### src/rtl/vsg_pkg.sv
package vsg_pkg;

    localparam int PIX_W = 8;
    localparam logic [PIX_W-1:0] BLANK_LEVEL = 8'h10;

    // field order matches register bit positions 4..0
    typedef struct packed {
        logic blank_inv;
        logic sync_inv;
        logic comp;
        logic master;
        logic ccir;
    } vsg_ctrl_t;

    typedef enum logic [1:0] {
        CODE_NONE = 2'd0,
        CODE_SAV  = 2'd1,
        CODE_EAV  = 2'd2
    } code_kind_e;

    typedef struct packed {
        logic       hsync;
        logic       vsync;
        logic       hblank;
        logic       vblank;
        logic       field;
        code_kind_e kind;
        logic [1:0] idx;
    } vsg_tim_t;

    function automatic logic [PIX_W-1:0] xy_word(input logic f, input logic v, input logic h);
        return {1'b1, f, v, h, v ^ h, f ^ h, f ^ v, f ^ v ^ h};
    endfunction

    function automatic logic [PIX_W-1:0] code_word(input vsg_tim_t t);
        case (t.idx)
            2'd0:    return '1;
            2'd3:    return xy_word(t.field, t.vblank, t.kind == CODE_EAV);
            default: return '0;
        endcase
    endfunction

endpackage

### src/rtl/vsg_timing.sv
module vsg_timing
    import vsg_pkg::*;
#(
    parameter int H_SYNC   = 4,
    parameter int H_BP     = 8,
    parameter int H_ACTIVE = 16,
    parameter int H_FP     = 6,
    parameter int V_SYNC   = 2,
    parameter int V_BP     = 2,
    parameter int V_ACTIVE = 6,
    parameter int V_FP     = 1
) (
    input  logic     clk,
    input  logic     rst,
    input  logic     slave_i,
    input  logic     hs_act_i,
    input  logic     vs_act_i,
    output vsg_tim_t tim_o
);
    localparam int H_TOTAL = H_SYNC + H_BP + H_ACTIVE + H_FP;
    localparam int V_TOTAL = V_SYNC + V_BP + V_ACTIVE + V_FP;
    localparam int HW      = $clog2(H_TOTAL);
    localparam int VW      = $clog2(V_TOTAL);
    localparam int H_ACT0  = H_SYNC + H_BP;
    localparam int H_ACT1  = H_ACT0 + H_ACTIVE;
    localparam int V_ACT0  = V_SYNC + V_BP;
    localparam int V_ACT1  = V_ACT0 + V_ACTIVE;

    logic [HW-1:0] h_cnt;
    logic [VW-1:0] v_cnt;
    logic          field_q;
    logic          hs_s1, hs_s2, vs_s1, vs_s2;
    logic          hs_edge, vs_edge, h_last, line_start;
    int            hp, vp;

    always_ff @(posedge clk) begin
        if (rst) begin
            hs_s1 <= 1'b0;
            hs_s2 <= 1'b0;
            vs_s1 <= 1'b0;
            vs_s2 <= 1'b0;
        end else begin
            hs_s1 <= hs_act_i;
            hs_s2 <= hs_s1;
            vs_s1 <= vs_act_i;
            vs_s2 <= vs_s1;
        end
    end

    assign hs_edge    = slave_i & hs_s1 & ~hs_s2;
    assign vs_edge    = slave_i & vs_s1 & ~vs_s2;
    assign h_last     = (int'(h_cnt) == H_TOTAL - 1);
    assign line_start = hs_edge | h_last;

    always_ff @(posedge clk) begin
        if (rst) begin
            h_cnt   <= '0;
            v_cnt   <= '0;
            field_q <= 1'b0;
        end else begin
            h_cnt <= line_start ? '0 : h_cnt + HW'(1);
            if (vs_edge) begin
                v_cnt   <= '0;
                field_q <= ~field_q;
            end else if (line_start) begin
                if (int'(v_cnt) == V_TOTAL - 1) begin
                    v_cnt   <= '0;
                    field_q <= ~field_q;
                end else begin
                    v_cnt <= v_cnt + VW'(1);
                end
            end
        end
    end

    always_comb begin
        hp           = int'(h_cnt);
        vp           = int'(v_cnt);
        tim_o.hsync  = hp < H_SYNC;
        tim_o.vsync  = vp < V_SYNC;
        tim_o.hblank = !(hp >= H_ACT0 && hp < H_ACT1);
        tim_o.vblank = !(vp >= V_ACT0 && vp < V_ACT1);
        tim_o.field  = field_q;
        tim_o.kind   = CODE_NONE;
        tim_o.idx    = 2'd0;
        if (hp >= H_ACT0 - 4 && hp < H_ACT0) begin
            tim_o.kind = CODE_SAV;
            tim_o.idx  = 2'(hp - (H_ACT0 - 4));
        end else if (hp >= H_ACT1 && hp < H_ACT1 + 4) begin
            tim_o.kind = CODE_EAV;
            tim_o.idx  = 2'(hp - H_ACT1);
        end
    end

    AST_H_WRAP: assert property (@(posedge clk) disable iff (rst) (h_last && !hs_edge) |=> (h_cnt == '0));
    AST_H_LOCK: assert property (@(posedge clk) disable iff (rst) hs_edge |=> (h_cnt == '0));
    AST_V_LOCK: assert property (@(posedge clk) disable iff (rst) vs_edge |=> (v_cnt == '0 && field_q != $past(field_q)));
    AST_V_RANGE: assert property (@(posedge clk) disable iff (rst) int'(v_cnt) < V_TOTAL);

endmodule

### src/rtl/vsg_sync_out.sv
module vsg_sync_out
    import vsg_pkg::*;
(
    input  logic      clk,
    input  logic      rst,
    input  vsg_tim_t  tim_i,
    input  vsg_ctrl_t ctrl_i,
    output logic      hs_o,
    output logic      vs_o,
    output logic      blank_o,
    output logic      hs_oe,
    output logic      vs_oe
);
    logic hs_raw;

    assign hs_raw = ctrl_i.comp ? (tim_i.hsync | tim_i.vsync) : tim_i.hsync;

    always_ff @(posedge clk) begin
        if (rst) begin
            hs_o    <= 1'b0;
            vs_o    <= 1'b0;
            blank_o <= 1'b0;
            hs_oe   <= 1'b0;
            vs_oe   <= 1'b0;
        end else begin
            hs_o    <= hs_raw ^ ctrl_i.sync_inv;
            vs_o    <= tim_i.vsync ^ ctrl_i.sync_inv;
            blank_o <= (tim_i.hblank | tim_i.vblank) ^ ctrl_i.blank_inv;
            hs_oe   <= ctrl_i.master;
            vs_oe   <= ctrl_i.master;
        end
    end

    AST_COMP_MERGE: assert property (@(posedge clk) disable iff (rst) (ctrl_i.comp && !ctrl_i.sync_inv && tim_i.vsync) |=> hs_o);
    AST_SLAVE_QUIET: assert property (@(posedge clk) disable iff (rst) (!ctrl_i.master && $stable(ctrl_i.master)) |=> (!hs_oe && !vs_oe));
    AST_BLANK_OFF: assert property (@(posedge clk) disable iff (rst) (!ctrl_i.blank_inv && !tim_i.hblank && !tim_i.vblank) |=> !blank_o);

endmodule

### src/rtl/vsg_pix_mux.sv
module vsg_pix_mux
    import vsg_pkg::*;
(
    input  logic             clk,
    input  logic             rst,
    input  vsg_tim_t         tim_i,
    input  logic             ccir_i,
    input  logic [PIX_W-1:0] pix_i,
    output logic [PIX_W-1:0] pix_o
);
    logic [PIX_W-1:0] pix_nxt;

    always_comb begin
        if (ccir_i && tim_i.kind != CODE_NONE)
            pix_nxt = code_word(tim_i);
        else if (!tim_i.hblank && !tim_i.vblank)
            pix_nxt = pix_i;
        else
            pix_nxt = BLANK_LEVEL;
    end

    always_ff @(posedge clk) begin
        if (rst) pix_o <= '0;
        else     pix_o <= pix_nxt;
    end

    AST_CODE_HEAD: assert property (@(posedge clk) disable iff (rst) (ccir_i && tim_i.kind == CODE_EAV && tim_i.idx == 2'd0) |=> (pix_o == '1));
    AST_PASS_THRU: assert property (@(posedge clk) disable iff (rst) (!tim_i.hblank && !tim_i.vblank) |=> (pix_o == $past(pix_i)));

endmodule

### src/rtl/vsg_top.sv
module vsg_top
    import vsg_pkg::*;
#(
    parameter int H_SYNC   = 4,
    parameter int H_BP     = 8,
    parameter int H_ACTIVE = 16,
    parameter int H_FP     = 6,
    parameter int V_SYNC   = 2,
    parameter int V_BP     = 2,
    parameter int V_ACTIVE = 6,
    parameter int V_FP     = 1
) (
    input  logic             clk,
    input  logic             rst,
    input  logic             ctrl_we,
    input  logic [4:0]       ctrl_wdata,
    output logic [4:0]       ctrl_rdata,
    input  logic             hs_i,
    input  logic             vs_i,
    output logic             hs_o,
    output logic             hs_oe,
    output logic             vs_o,
    output logic             vs_oe,
    output logic             blank_o,
    input  logic [PIX_W-1:0] pix_i,
    output logic [PIX_W-1:0] pix_o
);
    vsg_ctrl_t ctrl_q;
    vsg_tim_t  tim;

    always_ff @(posedge clk) begin
        if (rst)          ctrl_q <= '0;
        else if (ctrl_we) ctrl_q <= vsg_ctrl_t'(ctrl_wdata);
    end

    assign ctrl_rdata = ctrl_q;

    vsg_timing #(
        .H_SYNC(H_SYNC), .H_BP(H_BP), .H_ACTIVE(H_ACTIVE), .H_FP(H_FP),
        .V_SYNC(V_SYNC), .V_BP(V_BP), .V_ACTIVE(V_ACTIVE), .V_FP(V_FP)
    ) u_timing (
        .clk      (clk),
        .rst      (rst),
        .slave_i  (~ctrl_q.master),
        .hs_act_i (hs_i ^ ctrl_q.sync_inv),
        .vs_act_i (vs_i ^ ctrl_q.sync_inv),
        .tim_o    (tim)
    );

    vsg_sync_out u_sync (
        .clk     (clk),
        .rst     (rst),
        .tim_i   (tim),
        .ctrl_i  (ctrl_q),
        .hs_o    (hs_o),
        .vs_o    (vs_o),
        .blank_o (blank_o),
        .hs_oe   (hs_oe),
        .vs_oe   (vs_oe)
    );

    vsg_pix_mux u_pix (
        .clk    (clk),
        .rst    (rst),
        .tim_i  (tim),
        .ccir_i (ctrl_q.ccir),
        .pix_i  (pix_i),
        .pix_o  (pix_o)
    );

    AST_CTRL_STORE: assert property (@(posedge clk) disable iff (rst) ctrl_we |=> (ctrl_rdata == $past(ctrl_wdata)));

endmodule

### config.mk
export PLATFORM = sky130hd
export DESIGN_NAME = vsg_top
export DESIGN_NICKNAME = d
export VERILOG_FILES = /design/src/rtl/vsg_pkg.sv /design/src/rtl/vsg_timing.sv /design/src/rtl/vsg_sync_out.sv /design/src/rtl/vsg_pix_mux.sv /design/src/rtl/vsg_top.sv
export SDC_FILE = /design/constraint.sdc
export NUM_CORES = 1
export LEC_CHECK = 0
export BUFFER_PORTS_ARGS = -buffer_cell sky130_fd_sc_hd__buf_2
export CAP_MARGIN = 30
export CORE_MARGIN = 2
export CORE_UTILIZATION = 35
export DETAILED_ROUTE_END_ITERATION = 10
export PLACE_DENSITY = 0.64
export SLEW_MARGIN = 10
export SYNTH_ARGS = -nofsm -noshare
export SYNTH_HDL_FRONTEND = slang
export SYNTH_HIERARCHICAL = 1
export SYNTH_SLANG_ARGS = --single-unit
### constraint.sdc
create_clock -name clk -period 2.5 [get_ports clk]
set_clock_uncertainty 0.15 [all_clocks]
set_input_delay 0.75 -clock clk [delete_from_list [all_inputs] [get_ports clk]]
set_output_delay 0.75 -clock clk [all_outputs]
set_load 0.01 [all_outputs]
Word-level counts from Yosys, hierarchy flattened
Cells that the tools add are included.
{"block": "classes", "n_reduce_logical": 15, "magnitude_cmp": 10, "addsub": 4, "bitwise_logic": 20, "eq_ne": 4, "mux": 10}
{"operator": "$mux W8", "n": 2}
{"operator": "$pmux W8 S2", "n": 1}
{"operator": "$ge A6 B4 Y1 const B", "n": 2}
{"operator": "$mux W4", "n": 3}
{"operator": "$xor A1 B1 Y1", "n": 9}
{"operator": "$add A6 B1 Y6 const B", "n": 1}
{"operator": "$eq A6 B6 Y1 const B", "n": 1}
{"operator": "$ge A6 B5 Y1 const B", "n": 1}
{"operator": "$logic_and A1 B1 Y1", "n": 6}
{"operator": "$lt A6 B3 Y1 const B", "n": 1}
{"operator": "$lt A6 B4 Y1 const B", "n": 1}
{"operator": "$lt A6 B5 Y1 const B", "n": 1}
{"operator": "$lt A6 B6 Y1 const B", "n": 1}
{"operator": "$reduce_bool A2 Y1", "n": 3}
{"operator": "$add A4 B1 Y4 const B", "n": 1}
{"operator": "$and A1 B1 Y1", "n": 4}
{"operator": "$eq A2 B2 Y1 const B", "n": 2}
{"operator": "$eq A4 B4 Y1 const B", "n": 1}
{"operator": "$ge A4 B3 Y1 const B", "n": 1}
{"operator": "$lt A4 B2 Y1 const B", "n": 1}
{"operator": "$lt A4 B4 Y1 const B", "n": 1}
{"operator": "$mux W1", "n": 4}
{"operator": "$not A1 Y1", "n": 4}
{"operator": "$reduce_or A2 Y1", "n": 2}
{"operator": "other kinds (5)", "n": 9}
{"block": "word_totals", "ff_bits": 32, "inputBits": 18, "word_cells": 80, "output_inout_bits": 18}

Depth between registers and ports, before layout
{"block": "depth", "depth_word": 8, "ltp_mapped": 8, "mapped_depth_nobuf": 7}

By module
The synthesis kept the hierarchy.
{"mod": "vsg_timing", "n_inst": 1, "seq_area_each_um2": 300.3, "cells_each": 83, "area_per_inst_um2": 779.5}
{"mod": "vsg_pix_mux", "n_inst": 1, "seq_area_each_um2": 160.2, "cells_each": 48, "area_per_inst_um2": 440.4}
{"mod": "vsg_top", "n_inst": 1, "seq_area_each_um2": 100.1, "cells_each": 19, "area_per_inst_um2": 201.4}
{"mod": "vsg_sync_out", "n_inst": 1, "seq_area_each_um2": 80.1, "cells_each": 15, "area_per_inst_um2": 157.7}

Least setup slack after synthesis
OpenSTA, ideal clock, no wires.
{"block": "synth_path", "path_type": "flip-flop to flip-flop", "from": "register u_timing.h_cnt[4]", "to": "register u_pix.pix_o[1]", "t_arrival_ps": 1770, "t_required_ps": 2276, "path_stages_with_launch": 9, "path_slack_ps": 505, "synth_period_minus_slack_ps": 1995, "n_path_buf": 1, "cell_sequence": "dfxtp_1 > buf_6 > xor2_1 > nor3_1 > inv_1 > ha_1 > nor3b_2 > nand2b_1 > o21ai_0"}
{"item": "start: declaration", "line": "vsg_timing.sv:29", "rtl": "logic [HW-1:0] h_cnt;"}
{"item": "start signal: assignment", "line": "vsg_timing.sv:61", "rtl": "h_cnt <= line_start ? '0 : h_cnt + HW'(1);"}
{"item": "end signal: assignment", "line": "vsg_pix_mux.sv:24", "rtl": "else pix_o <= pix_nxt;"}
{"item": "end: declaration", "line": "vsg_pix_mux.sv:9", "rtl": "output logic [PIX_W-1:0] pix_o"}

==> reports/metrics.yaml <==
drt:
  first_pass_iters: 4
  finalWirelength_um: 2850
  viasPerCell: 4.81
  drc: 0
  ant_nets: 0
  vias: 1208
  post_drt_wl_per_cell_um: 11.4
  drt_iter0_drc: 37
global_route:
  grt.total_usage_pct: 12.5
  antenna_found_initial: 0
  gr-total-overflow: 0
  grt_pass1_vias: 1093
  grt_max_degree: 33
  grt_first_pass_wirelength_um: 4890
worst_setup_path:
  endpoint_kind: "flop"
  crit_fanout: 7
  critPathMaxStageDelay_ns: 0.48
  arrival_ns: 2.27
  crit_type: "reg -> reg"
  crit_slowest_cell: "dfxtp_1"
  cp_cell_sequence: "xor2_1 > nor3_1 > inv_1 > ha_1 > nor3b_2 > o21ai_0 > a21oi_1"
  cp.required_ns: 2.55
  start_kind: "flop"
synth:
  syn_area_um2: 1580
  ys.flop_type: "dfxtp_1"
  synth_nets: 190
  syn_avg_cell_area_um2: 9.57
  synth.distinct_cells: 41
  synth_edf_count: 0
  ys_seq_area_share_pct: 40.6
  yosysWarnings: 6
  netlist_instances: 165
  ys_ff_latch: 32
  async_flop_share_pct: 0
clock_tree:
  ctsResizeCount: 0
  cts-htree-levels: 2
  cts_tree: "done"
  clk_pin_slew_worst_paths_ns: 0.06
  numClockSinks: 32
  insertion_delay_ns: 0.28
  post-cts-setup-buffers: 0
  numCtsBuffers: 5
  clockBufferDepth: 2
  cts_hold_buf: 0
  cts_root_buf: "clkbuf_8"
final_layout:
  final_cell_mix: "35 x buf_2, 32 x dfxtp_1, 18 x nor2_1, 11 x nor3_1, 9 x nor2b_1"
  utilization_pct: 42.6
  drive_above_1_share_pct: 28.1
  layout_commonest_cell: "buf_2"
  fillerInstances: 448
  nets: 224
  syn_to_final_growth_pct: 17.5
  antenna_cells: 0
power:
  p_seq_share_pct: 51.5
  p_per_area_nw_per_um2: 579
  comb_power_share_pct: 9.5
  power.total_w: 0.00107
  p_sw_share_pct: 22.8
  p_sw_w: 0.000245
  leakagePower_nw: 0.786
  internal_power_w: 0.000829
  irDropWorstVdd_v: 0.000421
  power_frac_clock_pct: 39.1
die:
  num_rows: 24
  die_width_um: 71.2
  core_area_um2: 4350
  ioPinCount: 36
  start_util_pct: 36.3
  dieHeight_um: 71.2
  dieArea_um2: 5060
sta:
  hold_slack_ns: 0.326
  final.setup.tns_ns: 0
  final-hold-violation-count: 0
  fin_crit_ns: 2.22
  tightest_slew_ns: 0.529
  setup_viol: 0
  fin_ws_ns: 0.281
  min_period_over_period_pct: 88.8
  rsz0062_at_grt: "no"
  drv_slew: 0
  relSlewSlack_pct: 64.7
  max_freq_mhz: 451
placement:
  pre_cts_ws_ns: 0.290
  io_buffers: 35
  gp_routability_congestion: 0.738
  dp_hpwl_um: 2070
run_status:
  status: "finished, final reports clean"
hold_path:
  worstHoldPathType: "reg -> reg"
flow_run:
  maxCapViolations: 0
==> stage by stage <==
step | instance area (µm²) | std cells
finish | 1860 | 251
global route | 1860 | 251
CTS | 1860 | 251
detailed placement | 1760 | 244
global placement | 1760 | 244
floorplan | 1580 | 165
==> worst max-delay path, delay by kind of cell, from the launching register on <==
family / cells / cell delay [ns]
compound gates: 2 / 0.31
fa+ha+maj: 1 / 0.31
buf+inv: 1 / 0.08
flops: 1 / 0.48
xor+xnor: 1 / 0.13
simple gates: 2 / 0.69
==> kinds of logic after synthesis <==
| family | synth area share (%) |
|---|---|
| multiplexers | 6.74 |
| buffers and inverters | 5.70 |
| flip-flops | 40.6 |
| AO/OA/AOI/OAI | 12.7 |
| AND/OR/NAND/NOR | 21.6 |
| XOR/XNOR | 7.21 |
| adder cells (fa/ha/maj) | 5.55 |
==> synth_stat cells (all sizes together) (3+ instances only) <==
cell     n  share of area [%]
a21o     3                1.6
a21oi    9                3.3
a22oi    3                1.4
buf      7                3.6
dfxtp   32                 41
ha       7                5.5
inv      6                1.4
mux2i    8                5.1
nand2    5                1.2
nand2b   4                1.6
nand3    4                1.3
nor2    18                4.3
nor2b    9                3.6
nor3    11                3.5
nor3b    4                2.9
o21ai    4                1.3
xnor2    7                3.9
xor2     6                3.3
==> state kept, by name (all words and copies together) (netlist names) <==
register	cells
u_timing/vs_s1	1
u_sync/vs_oe	1
u_timing/hs_s1	1
u_timing/h_cnt	6
ctrl_rdata	5
u_timing/vs_s2	1
u_timing/v_cnt	4
u_timing/field_q	1
u_sync/hs_o	1
u_timing/hs_s2	1
u_sync/blank_o	1
u_sync/vs_o	1
u_pix/pix_o	8
==> power by group through the flow <==
stage / Clock, W / Combinational, W / Sequential [W]
2_1_floorplan: 0 / 0.0000727 / 0.000563
3_3_place_gp: 0 / 0.000103 / 0.000563
3_5_place_dp: 0 / 0.000104 / 0.000564
4_1_cts: 0.000436 / 0.000104 / 0.000553
5_1_grt: 0.000460 / 0.000115 / 0.000556
6_report: 0.000419 / 0.000102 / 0.000552
==> per-layer routing <==
metal / share of wire (%) / up-vias / routed length (µm) / GRT usage (%)
met1: 48 / 546 / 1370 / 15.9
li1: - / 630 / - / -
met5: 0 / - / 0 / 0
met2: 45 / 30 / 1270 / 18.1
met3: 5.9 / 2 / 168 / 5.84
met4: 1.4 / 0 / 40 / 5.66
==> final cells by class <==
type,instances,area [µm²],share of cell area (%)
Tap cell,52,65.1,3.51
Clock buffer,7,96.3,5.19
Multi-Input combinational cell,118,848,45.7
Sequential cell,32,641,34.5
Inverter,6,22.5,1.21
Timing Repair Buffer,36,183,9.84
==> final timing paths <==
kind	from	to	slack [ns]	cells after the start
hold reg to reg	u_timing/hs_s1	u_timing/hs_s2	0.33	1
hold / removal	u_timing/hs_s1	u_timing/hs_s2	0.33	1
setup / recovery	u_timing/h_cnt[4]	u_pix/pix_o[4]	0.28	7
setup reg to reg	u_timing/h_cnt[4]	u_pix/pix_o[4]	0.28	7
(Power assumes the default switching activity.)
